### config.mk
export PLATFORM = sky130hd
export DESIGN_NAME = drive_bias_servo
export DESIGN_NICKNAME = d
export VERILOG_FILES = /design/src/rtl/bias_servo_pkg.sv /design/src/rtl/bias_window_counter.sv /design/src/rtl/bias_step_decider.sv /design/src/rtl/bias_code_register.sv /design/src/rtl/drive_bias_servo.sv
export SDC_FILE = /design/constraint.sdc
export NUM_CORES = 1
export LEC_CHECK = 0
export ABC_CLOCK_PERIOD_IN_PS = 5700
export BUFFER_PORTS_ARGS = -buffer_cell sky130_fd_sc_hd__buf_4
export CAP_MARGIN = 20
export CORE_ASPECT_RATIO = 0.6
export CORE_MARGIN = 4
export CORE_UTILIZATION = 38
export CTS_CLUSTER_DIAMETER = 60
export DETAILED_ROUTE_END_ITERATION = 8
export SLEW_MARGIN = 5
export SYNTH_ARGS = -nofsm -noshare
export SYNTH_HDL_FRONTEND = slang
export SYNTH_SLANG_ARGS = --single-unit
### constraint.sdc
create_clock -name clk -period 5.7 [get_ports clk]
set_input_delay 1.14 -clock clk [delete_from_list [all_inputs] [get_ports clk]]
set_output_delay 1.14 -clock clk [all_outputs]
set_load 0.01 [all_outputs]
### src/rtl/bias_servo_pkg.sv
package bias_servo_pkg;
  typedef enum logic [1:0] {
    STEP_NONE = 2'd0,
    STEP_UP   = 2'd1,
    STEP_DOWN = 2'd2
  } step_e;
endpackage

### src/rtl/bias_window_counter.sv
module bias_window_counter #(
  parameter int WIN_LEN = 1_000_000,
  parameter int CNT_W   = $clog2(WIN_LEN + 1)
) (
  input  logic             clk,
  input  logic             rst,
  input  logic             bit_valid,
  input  logic             bit_in,
  output logic             win_done,
  output logic [CNT_W-1:0] win_ones
);
  localparam logic [CNT_W-1:0] LAST = CNT_W'(WIN_LEN - 1);

  logic [CNT_W-1:0] bit_cnt;
  logic [CNT_W-1:0] ones_cnt;
  logic [CNT_W-1:0] ones_next;

  assign ones_next = ones_cnt + CNT_W'(bit_in);

  always_ff @(posedge clk) begin
    if (rst) begin
      bit_cnt  <= '0;
      ones_cnt <= '0;
      win_done <= 1'b0;
      win_ones <= '0;
    end else begin
      win_done <= 1'b0;
      if (bit_valid) begin
        if (bit_cnt == LAST) begin
          win_done <= 1'b1;
          win_ones <= ones_next;
          bit_cnt  <= '0;
          ones_cnt <= '0;
        end else begin
          bit_cnt  <= bit_cnt + 1'b1;
          ones_cnt <= ones_next;
        end
      end
    end
  end
endmodule

### src/rtl/bias_step_decider.sv
module bias_step_decider
  import bias_servo_pkg::*;
#(
  parameter int CNT_W    = 20,
  parameter int LOW_LIM  = 495_000,
  parameter int HIGH_LIM = 505_000
) (
  input  logic [CNT_W-1:0] win_ones,
  input  logic             step_polarity,
  output step_e            step
);
  localparam logic [CNT_W-1:0] LO = CNT_W'(LOW_LIM);
  localparam logic [CNT_W-1:0] HI = CNT_W'(HIGH_LIM);

  always_comb begin
    step = STEP_NONE;
    if (win_ones > HI) begin
      step = step_polarity ? STEP_UP : STEP_DOWN;
    end else if (win_ones < LO) begin
      step = step_polarity ? STEP_DOWN : STEP_UP;
    end
  end
endmodule

### src/rtl/bias_code_register.sv
module bias_code_register
  import bias_servo_pkg::*;
#(
  parameter int CODE_W = 12
) (
  input  logic              clk,
  input  logic              rst,
  input  logic [CODE_W-1:0] init_code,
  input  logic              win_done,
  input  step_e             step,
  input  logic              enable,
  input  logic              i2c_busy,
  output logic [CODE_W-1:0] code,
  output logic              upd_req,
  output logic [CODE_W-1:0] upd_code
);
  localparam logic [CODE_W-1:0] CODE_MAX = '1;

  logic              pend;
  logic [CODE_W-1:0] code_nxt;

  always_comb begin
    code_nxt = code;
    unique case (step)
      STEP_UP:   if (code != CODE_MAX) code_nxt = code + 1'b1;
      STEP_DOWN: if (code != '0)       code_nxt = code - 1'b1;
      default:   code_nxt = code;
    endcase
  end

  always_ff @(posedge clk) begin
    if (rst) begin
      code     <= init_code;
      upd_code <= init_code;
      upd_req  <= 1'b0;
      pend     <= 1'b0;
    end else begin
      upd_req <= 1'b0;
      if (pend) begin
        if (!i2c_busy) begin
          upd_req  <= 1'b1;
          upd_code <= code;
          pend     <= 1'b0;
        end
      end else if (win_done && enable && (code_nxt != code)) begin
        code <= code_nxt;
        pend <= 1'b1;
      end
    end
  end
endmodule

### src/rtl/drive_bias_servo.sv
module drive_bias_servo
  import bias_servo_pkg::*;
#(
  parameter int WIN_LEN  = 1_000_000,
  parameter int LOW_LIM  = 495_000,
  parameter int HIGH_LIM = 505_000,
  parameter int CODE_W   = 12
) (
  input  logic              clk,
  input  logic              rst,
  input  logic [CODE_W-1:0] init_code,
  input  logic              bit_valid,
  input  logic              bit_in,
  input  logic              step_polarity,
  input  logic              enable,
  input  logic              i2c_busy,
  output logic [CODE_W-1:0] code_out,
  output logic              upd_req,
  output logic [CODE_W-1:0] upd_code
);
  localparam int CNT_W = $clog2(WIN_LEN + 1);

  logic             win_done;
  logic [CNT_W-1:0] win_ones;
  step_e            step;

  bias_window_counter #(
    .WIN_LEN(WIN_LEN),
    .CNT_W  (CNT_W)
  ) u_window (
    .clk      (clk),
    .rst      (rst),
    .bit_valid(bit_valid),
    .bit_in   (bit_in),
    .win_done (win_done),
    .win_ones (win_ones)
  );

  bias_step_decider #(
    .CNT_W   (CNT_W),
    .LOW_LIM (LOW_LIM),
    .HIGH_LIM(HIGH_LIM)
  ) u_decide (
    .win_ones     (win_ones),
    .step_polarity(step_polarity),
    .step         (step)
  );

  bias_code_register #(
    .CODE_W(CODE_W)
  ) u_code (
    .clk      (clk),
    .rst      (rst),
    .init_code(init_code),
    .win_done (win_done),
    .step     (step),
    .enable   (enable),
    .i2c_busy (i2c_busy),
    .code     (code_out),
    .upd_req  (upd_req),
    .upd_code (upd_code)
  );
endmodule

==> impl_results.md, run 1 <==
* Vias post-DR at 5030
* Starting DRT DRC Count at between 500 and 600
* Bufs on Longest Clock Path at 2
* Max incr delay on CP at ~0.53 ns
* Clk sink count at between 80 and 90
* Clock skew at 0.00811 ns
* Fin crit period at ~4.6 ns
* Worst skew pair latency at ~0.33 ns
* Sequential share of power at 45.7%
* DP Wirelength at 10900 um
* First-pass GRT wire length at approximately 24000 um
* # DRC at 0
* Design Area, Final at ~6000 sq um
* Die width at 160 um
* Switching power at a little under 400 uW
* Period utilization at roughly four fifths
* Core ar. at ~13000 sq um
* Max cap viols at 0
* Crit Path Class: reg2reg
* GP Congestion at 0.967
* Syn_nets at 682
* Slew @ Worst Pin at about 1.1 ns
* Post-synthesis cell type count at between 60 and 70
* Worst EP arrival at ~4.6 ns
* Port Buf Inserts at between 40 and 50
* Slew headroom at around 27%
* Pwr Total at between 1000 and 1500 uW
* CTS clk-pin slew, worst paths at approximately 0.060 ns
* Synth Cell Area at approximately 5300 sq um
* Final-report hold violation count at 0
* Status: complete, no violations
* ANT cells at 0
* CTS tree: built
* Async SR Flop Fraction at 0%
* Worst path cell trace: nand4_1, nor2_1, nand4b_1, nor3_1, a2111oi_0, a21o_1, mux2_2, ha_1, or2_2, or4_1, a22oi_1, a2111oi_4, o2111ai_1, nor3_2, o31ai_2, buf_4
* Setup WS post-layout at 1.13 ns
* Synth warn at 0
* Multiplexer share of the synthesized area at about 1.2%
* Count of flip-flops with a built-in enable after synthesis at 24
* Antenna violations before repair at 0
* Max Slew Vio Count at 0
* Initial Util at between 30% and 40%
* Num CTS Buffers at 9
* # rows at 32
* Top-Level Pins at 44
* Worst Setup Start Kind: register
* Footprint of the multi-input gates at 3010 sq um
* DRT antenna net count at 0
* Largest family of logic cells by synthesized area: simple AND/OR/NAND/NOR gates
* Dpl ws at ~1.2 ns
* CP bufs+invs at 1
* Number of synthesized register bits at a little under 90
* Worst Path Required at 5.74 ns
* Die span in y at 99.2 um
* Post-synthesis sequential area ratio at between 30% and 40%
* Avg Inst Size Synth at between 8 and 9 sq um
* Min-delay worst type: reg2reg
* Leak Pwr at between 0.002 and 0.0025 uW
* Final setup violation count at 0
* Int Pwr at approximately 1100 uW
* Die area at 15900 sq um
* Comb pwr share at approximately 12%
* Syn-to-layout area delta at 13.7%
* Synth Area in Compound Gates at ~20%
* Synth Area in XOR/XNOR at 5.99%
* Placed Area at roughly 5700 sq um
* Post-synthesis adder-cell area fraction at under 10%
* Total track usage at roughly a fifth
* Root Driver: clkbuf_16
* Main synth FF type: dfxtp_1
* Maximum vdd ir drop at about 0.00014 V
* H-tree levels at 3
* Postcts setup bufs at 0
* Vias in the first global route at 4547
* Routed wire length at about 15000 um
* Sw frac at around a quarter
* Hold buffers post-CTS at 0
* Setup crit end kind: register
* Wire per inst at about 18 um
* Post-cts sizing count at 0
* Overflow after GRT at 0
* Synth Area in Simple Gates at about 28%
* Clk network pwr share at approximately two fifths
* Maximum clock rate at between 200 and 250 MHz
* Cell count after synthesis at roughly 660
* Via-per-instance ratio at around 6
* Crit-path leading delay family: simple AND/OR/NAND/NOR gates
* Total negative slack at 0 ns
* Pin count of the biggest net entering global routing at 85
* CP max FO at 16
* 1st-pass router iterations at 5
* Layout cells sized above 1 at approximately an eighth
* Power Density at 250 nW/um^2
* Layout fillers at approximately 1300
* Register area at between 1500 and 2000 sq um
* Nets at 702
* Slowest CP cell: ha_1
* Unrepaired setup endpoints after global routing: false
## worst reg2reg max path, cell delays in order (launching register included)
cell	delay, ns
dfxtp_1	0.33
nand4_1	0.12
nor2_1	0.19
nand4b_1	0.14
nor3_1	0.30
a2111oi_0	0.12
a21o_1	0.20
mux2_2	0.28
ha_1	0.53
or2_2	0.39
or4_1	0.40
a22oi_1	0.30
a2111oi_4	0.09
o2111ai_1	0.12
nor3_2	0.10
o31ai_2	0.38
buf_4	0.28
## power by group through the flow
stage	Combinational [uW]	Sequential [uW]	Clock, uW
6_report	185	683	627
4_1_cts	181	682	646
3_3_place_gp	182	696	0
3_5_place_dp	180	696	0
5_1_grt	201	685	667
2_1_floorplan	121	684	0
## layout by cell type, fill, tap and decap left out, types with 16 or more instances in the layout
master,n
xnor2_1,20
dfxtp_1,63
xor2_1,16
a21oi_1,35
nor3_1,20
inv_1,19
edfxtp_1,24
buf_4,50
nand2_1,61
nand3_1,23
a211oi_1,21
o21ai_0,51
nor2_1,102
## logic make-up (layout without fill, tap and decap cells)
family,after synthesis,count (layout)
mux,6,6
fa+ha+maj,8,8
xor+xnor,36,36
compound gates,161,161
buf+inv,62,86
flops,87,87
simple gates,295,295
## flip-flops by register name (all words and copies together) (netlist names)
register,flops
u_code.pend,1
u_code.code,12
u_window.bit_cnt,20
u_window.win_ones,20
u_window.win_done,1
u_window.ones_cnt,20
u_code.upd_req,1
u_code.upd_code,12
## cells in the mapped netlist, types with 7 or more instances
cell type  instances  area (sq um)
nand2_1           61           229
o21ai_0           51           255
inv_1             19          71.3
nand3_1           23           115
nor3_1            20           100
nand4_1           12          75.1
nor4_1            13          81.3
buf_2             14          70.1
xnor2_1           20           175
edfxtp_1          24           721
xor2_1            16           140
and3_1            13          81.3
nand2b_1           7          43.8
clkbuf_1          25          93.8
a211oi_1          21           158
nor2_1           102           383
ha_1               8           100
dfxtp_1           63          1260
a21oi_1           35           175
## through the flow
| stage | util, % | hold WS (ns) | instances |
|---|---|---|---|
| floorplan | - | 0.436 | 655 |
| global placement | 42.7 | 0.447 | 831 |
| detailed placement | 42.8 | 0.449 | 833 |
| CTS | 45.2 | 0.460 | 848 |
| global route | 45.3 | 0.480 | 849 |
| finish | 45.3 | 0.461 | 849 |
## layer usage
layer	vias to the layer above	track usage, %	part of all wire, %	routed length (um)
met3	16	5.51	9.9	1520
met1	2381	28.8	50	7580
li1	2420	-	-	-
met4	0	4.03	1.1	166
met2	213	25.3	39	6040
met5	-	0	0	0
## worst paths after layout
check                                           from                                 to  slack [ns]  depth (start not counted)
setup / recovery  u_window.win_ones[18]$_SDFFE_PP0P_           u_code.code[9]$_DFFE_PP_        1.13                         16
hold / removal     u_window.win_ones[0]$_SDFFE_PP0P_  u_window.win_ones[0]$_SDFFE_PP0P_        0.46                          2
setup reg to reg  u_window.win_ones[18]$_SDFFE_PP0P_           u_code.code[9]$_DFFE_PP_        1.13                         16
hold reg to reg    u_window.win_ones[0]$_SDFFE_PP0P_  u_window.win_ones[0]$_SDFFE_PP0P_        0.46                          2
## final cells by class
type / instances / area share, %
repair buffers: 52 / 6.59
multi-input cells: 506 / 50.3
clock inverters: 4 / 0.836
well taps: 170 / 3.55
inverters: 19 / 1.19
flip-flops and latches: 87 / 33.1
clock buffers: 11 / 4.41
No activity file was read; power rests on OpenSTA's default activity.
==> run 2, diff against run 1 <==
- ABC_CLOCK_PERIOD_IN_PS: 5700 -> 4600
- clock period: 5.7 -> 4.6 ns (I/O delays scaled with it)
==> impl_results.md, run 2 (same netlist as run 1, synthesis figures left out) <==
* Max Slew Vio Count at 0 (unchanged)
* Routed wire length at 15300 um (+0.20%)
* Power Density at 315 nW/um^2 (+26%)
* First-pass GRT wire length at 25000 um (+2.7%)
* Unrepaired setup endpoints after global routing: false
* Footprint of the multi-input gates at 3010 sq um (unchanged)
* Min-delay worst type: reg2reg
* ANT cells at 0 (unchanged)
* Starting DRT DRC Count at 528 (-7.0%)
* Wire per inst at 17.9 um (-0.51%)
* Core ar. at 13200 sq um (unchanged)
* Vias post-DR at 5074 (+0.87%)
* CP max FO at 15 (-1)
* Max incr delay on CP at 0.57 ns (+0.04 ns)
* Reg2Reg Setup Slack at 0.39 ns (-0.74 ns)
* Leak Pwr at 0.00209 uW (+1.5%)
* Num CTS Buffers at 9 (unchanged)
* Worst r2r src: u_window.win_ones[17]$_SDFFE_PP0P_
* Worst Setup Start Kind: register
* # rows at 32 (unchanged)
* Via-per-instance ratio at 5.93 (+0.17%)
* 1st-pass router iterations at 5 (unchanged)
* Initial Util at 39.8% (unchanged)
* Crit Path Class: reg2reg
* Maximum clock rate at 237 MHz (+8.5%)
* Clock skew at 0.00621 ns (-0.00190 ns)
* Max cap viols at 0 (unchanged)
* Bufs on Longest Clock Path at 2 (unchanged)
* Total negative slack at 0 ns (unchanged)
* Antenna violations before repair at 0 (unchanged)
* Total track usage at 19.3% (+0.65 points)
* Most frequent cells in the layout: 102 x nor2_1, 63 x dfxtp_1, 61 x nand2_1, 54 x buf_4, 51 x o21ai_0
* Overflow after GRT at 0 (unchanged)
* Status: complete, no violations
* Nets at 707 (+0.71%)
* Regs by FF count: u_window.bit_cnt x20, u_window.ones_cnt x20, u_window.win_ones x20
* CTS clk-pin slew, worst paths at 0.07 ns (about the same)
* Worst EP arrival at 4.31 ns (-0.30 ns)
* Register area at 1980 sq um (unchanged)
* Layout cells sized above 1 at 13.3% (+0.77 points)
* Worst skew pair latency at 0.34 ns (about the same)
* Port Buf Inserts at 43 (unchanged)
* H-tree levels at 3 (unchanged)
* Maximum vdd ir drop at 0.000166 V (+20%)
* Die span in y at 99.2 um (unchanged)
* # DRC at 0 (unchanged)
* Hold path start: u_window.win_ones[0]$_SDFFE_PP0P_
* Vias in the first global route at 4624 (+1.7%)
* WP depth at 15 (-1)
* Die area at 15900 sq um (unchanged)
* Slew headroom at 33.8% (+6.9 points)
* GP Congestion at 1.00 (+3.6%)
* Clk sink count at 87 (unchanged)
* Cell depth of the worst hold path at 2 (unchanged)
* Fin crit period at 4.21 ns (-0.356 ns)
* Top-Level Pins at 44 (unchanged)
* Final setup violation count at 0 (unchanged)
* Worst path cell trace: nand4_1, nor2_1, nand4b_1, nor3_1, a2111oi_0, a21o_1, mux2_2, ha_1, clkinvlp_4, a32o_1, a222oi_1, o2111ai_1, nor3_2, o31ai_2, buf_12
* Setup crit end kind: register
* Root Driver: clkbuf_16
* Die width at 160 um (unchanged)
* Pwr Total at 1910 uW (+28%)
* Period utilization at 91.6% (+11 points)
* Slowest CP cell: ha_1
* DRT antenna net count at 0 (unchanged)
* Slew @ Worst Pin at 0.981 ns (-0.106 ns)
* Pin count of the biggest net entering global routing at 85 (unchanged)
* Crit-path leading delay family: compound AO/OA/AOI/OAI gates
* Worst Path Required at 4.70 ns (-1.04 ns)
* FF-to-FF End: u_code.code[9]$_DFFE_PP_
* CP bufs+invs at 2 (+1)
* Syn-to-layout area delta at 15.2%
* Commonest non-fill, non-tap cell in the layout: nor2_1
* CTS tree: built
* Hold path endpoint: u_window.win_ones[0]$_SDFFE_PP0P_
* Layout fillers at 1300 (+0.54%)
* DP Wirelength at 11000 um (+0.26%)
* FF-to-FF path depth at 15 (-1)
* Final-report hold violation count at 0 (unchanged)
run 2: cell count changes in the layout (fill, tap and decap cells not counted):
| cell | previous run | this run |
|---|---|---|
| buf_12 | 0 | 1 |
| clkinvlp_4 | 0 | 1 |
| clkinv_2 | 1 | 0 |
| buf_4 | 50 | 54 |
| bufinv_16 | 1 | 2 |
| clkinv_4 | 0 | 2 |
| clkbuf_8 | 1 | 0 |
| inv_4 | 1 | 0 |
| inv_1 | 19 | 18 |
| clkbuf_1 | 0 | 1 |
run 2: what timing repair did:
item                       in CTS  in global routing
buffers inserted                0                  0
resized for setup               0                  1
hold endpoints to repair        0                  0
hold buffers                    0                  0
setup endpoints to repair       0                  7
run 2: layer usage:
metal,vias up,wire length (um),GRT usage (%)
met1,2395,7520,29.4
li1,2429,-,-
met5,-,0,0
met4,0,85,3.11
met2,239,6200,26.9
met3,11,1520,6.13
run 2: worst min-delay path: stages, from the launching register on:
cell	delay, ns
dfxtp_1	0.31
nand2_1	0.06
a21oi_1	0.05
run 2: report_power, final:
part / total [uW] / switching [uW] / internal, uW
clock network: 829 / 316 / 513
registers: 839 / 28.7 / 810
logic: 240 / 150 / 90.5
run 2: layout make-up:
type,instances,share of cell area (%)
repair buffers,57,7.32
inverters,19,1.24
clock inverters,5,1.42
clock buffers,11,4.19
flip-flops and latches,87,32.7
multi-input cells,506,49.6
well taps,170,3.51
run 2: worst max-delay path by stage:
stage                                       startpoint                  endpoint
CTS                 u_window.win_ones[16]$_SDFFE_PP0P_  u_code.code[9]$_DFFE_PP_
finish              u_window.win_ones[17]$_SDFFE_PP0P_  u_code.code[9]$_DFFE_PP_
global placement    u_window.win_ones[18]$_SDFFE_PP0P_  u_code.code[6]$_DFFE_PP_
floorplan           u_window.win_ones[18]$_SDFFE_PP0P_  u_code.code[0]$_DFFE_PP_
detailed placement  u_window.win_ones[16]$_SDFFE_PP0P_  u_code.code[9]$_DFFE_PP_
global route        u_window.win_ones[16]$_SDFFE_PP0P_  u_code.code[9]$_DFFE_PP_
run 2: through the flow:
| stage | hold WS [ns] | util [%] | area [sq um] | std cells | setup WS [ns] |
|---|---|---|---|---|---|
| after floorplan | 0.436 | - | 5260 | 655 | 0.283 |
| after global placement | 0.448 | 43.2 | 5700 | 837 | 0.547 |
| after detailed placement | 0.456 | 43.2 | 5710 | 838 | 0.442 |
| after CTS | 0.465 | 45.8 | 6050 | 854 | 0.430 |
| after global routing | 0.509 | 45.9 | 6060 | 855 | 0.00934 |
| final | 0.466 | 45.9 | 6060 | 855 | 0.387 |
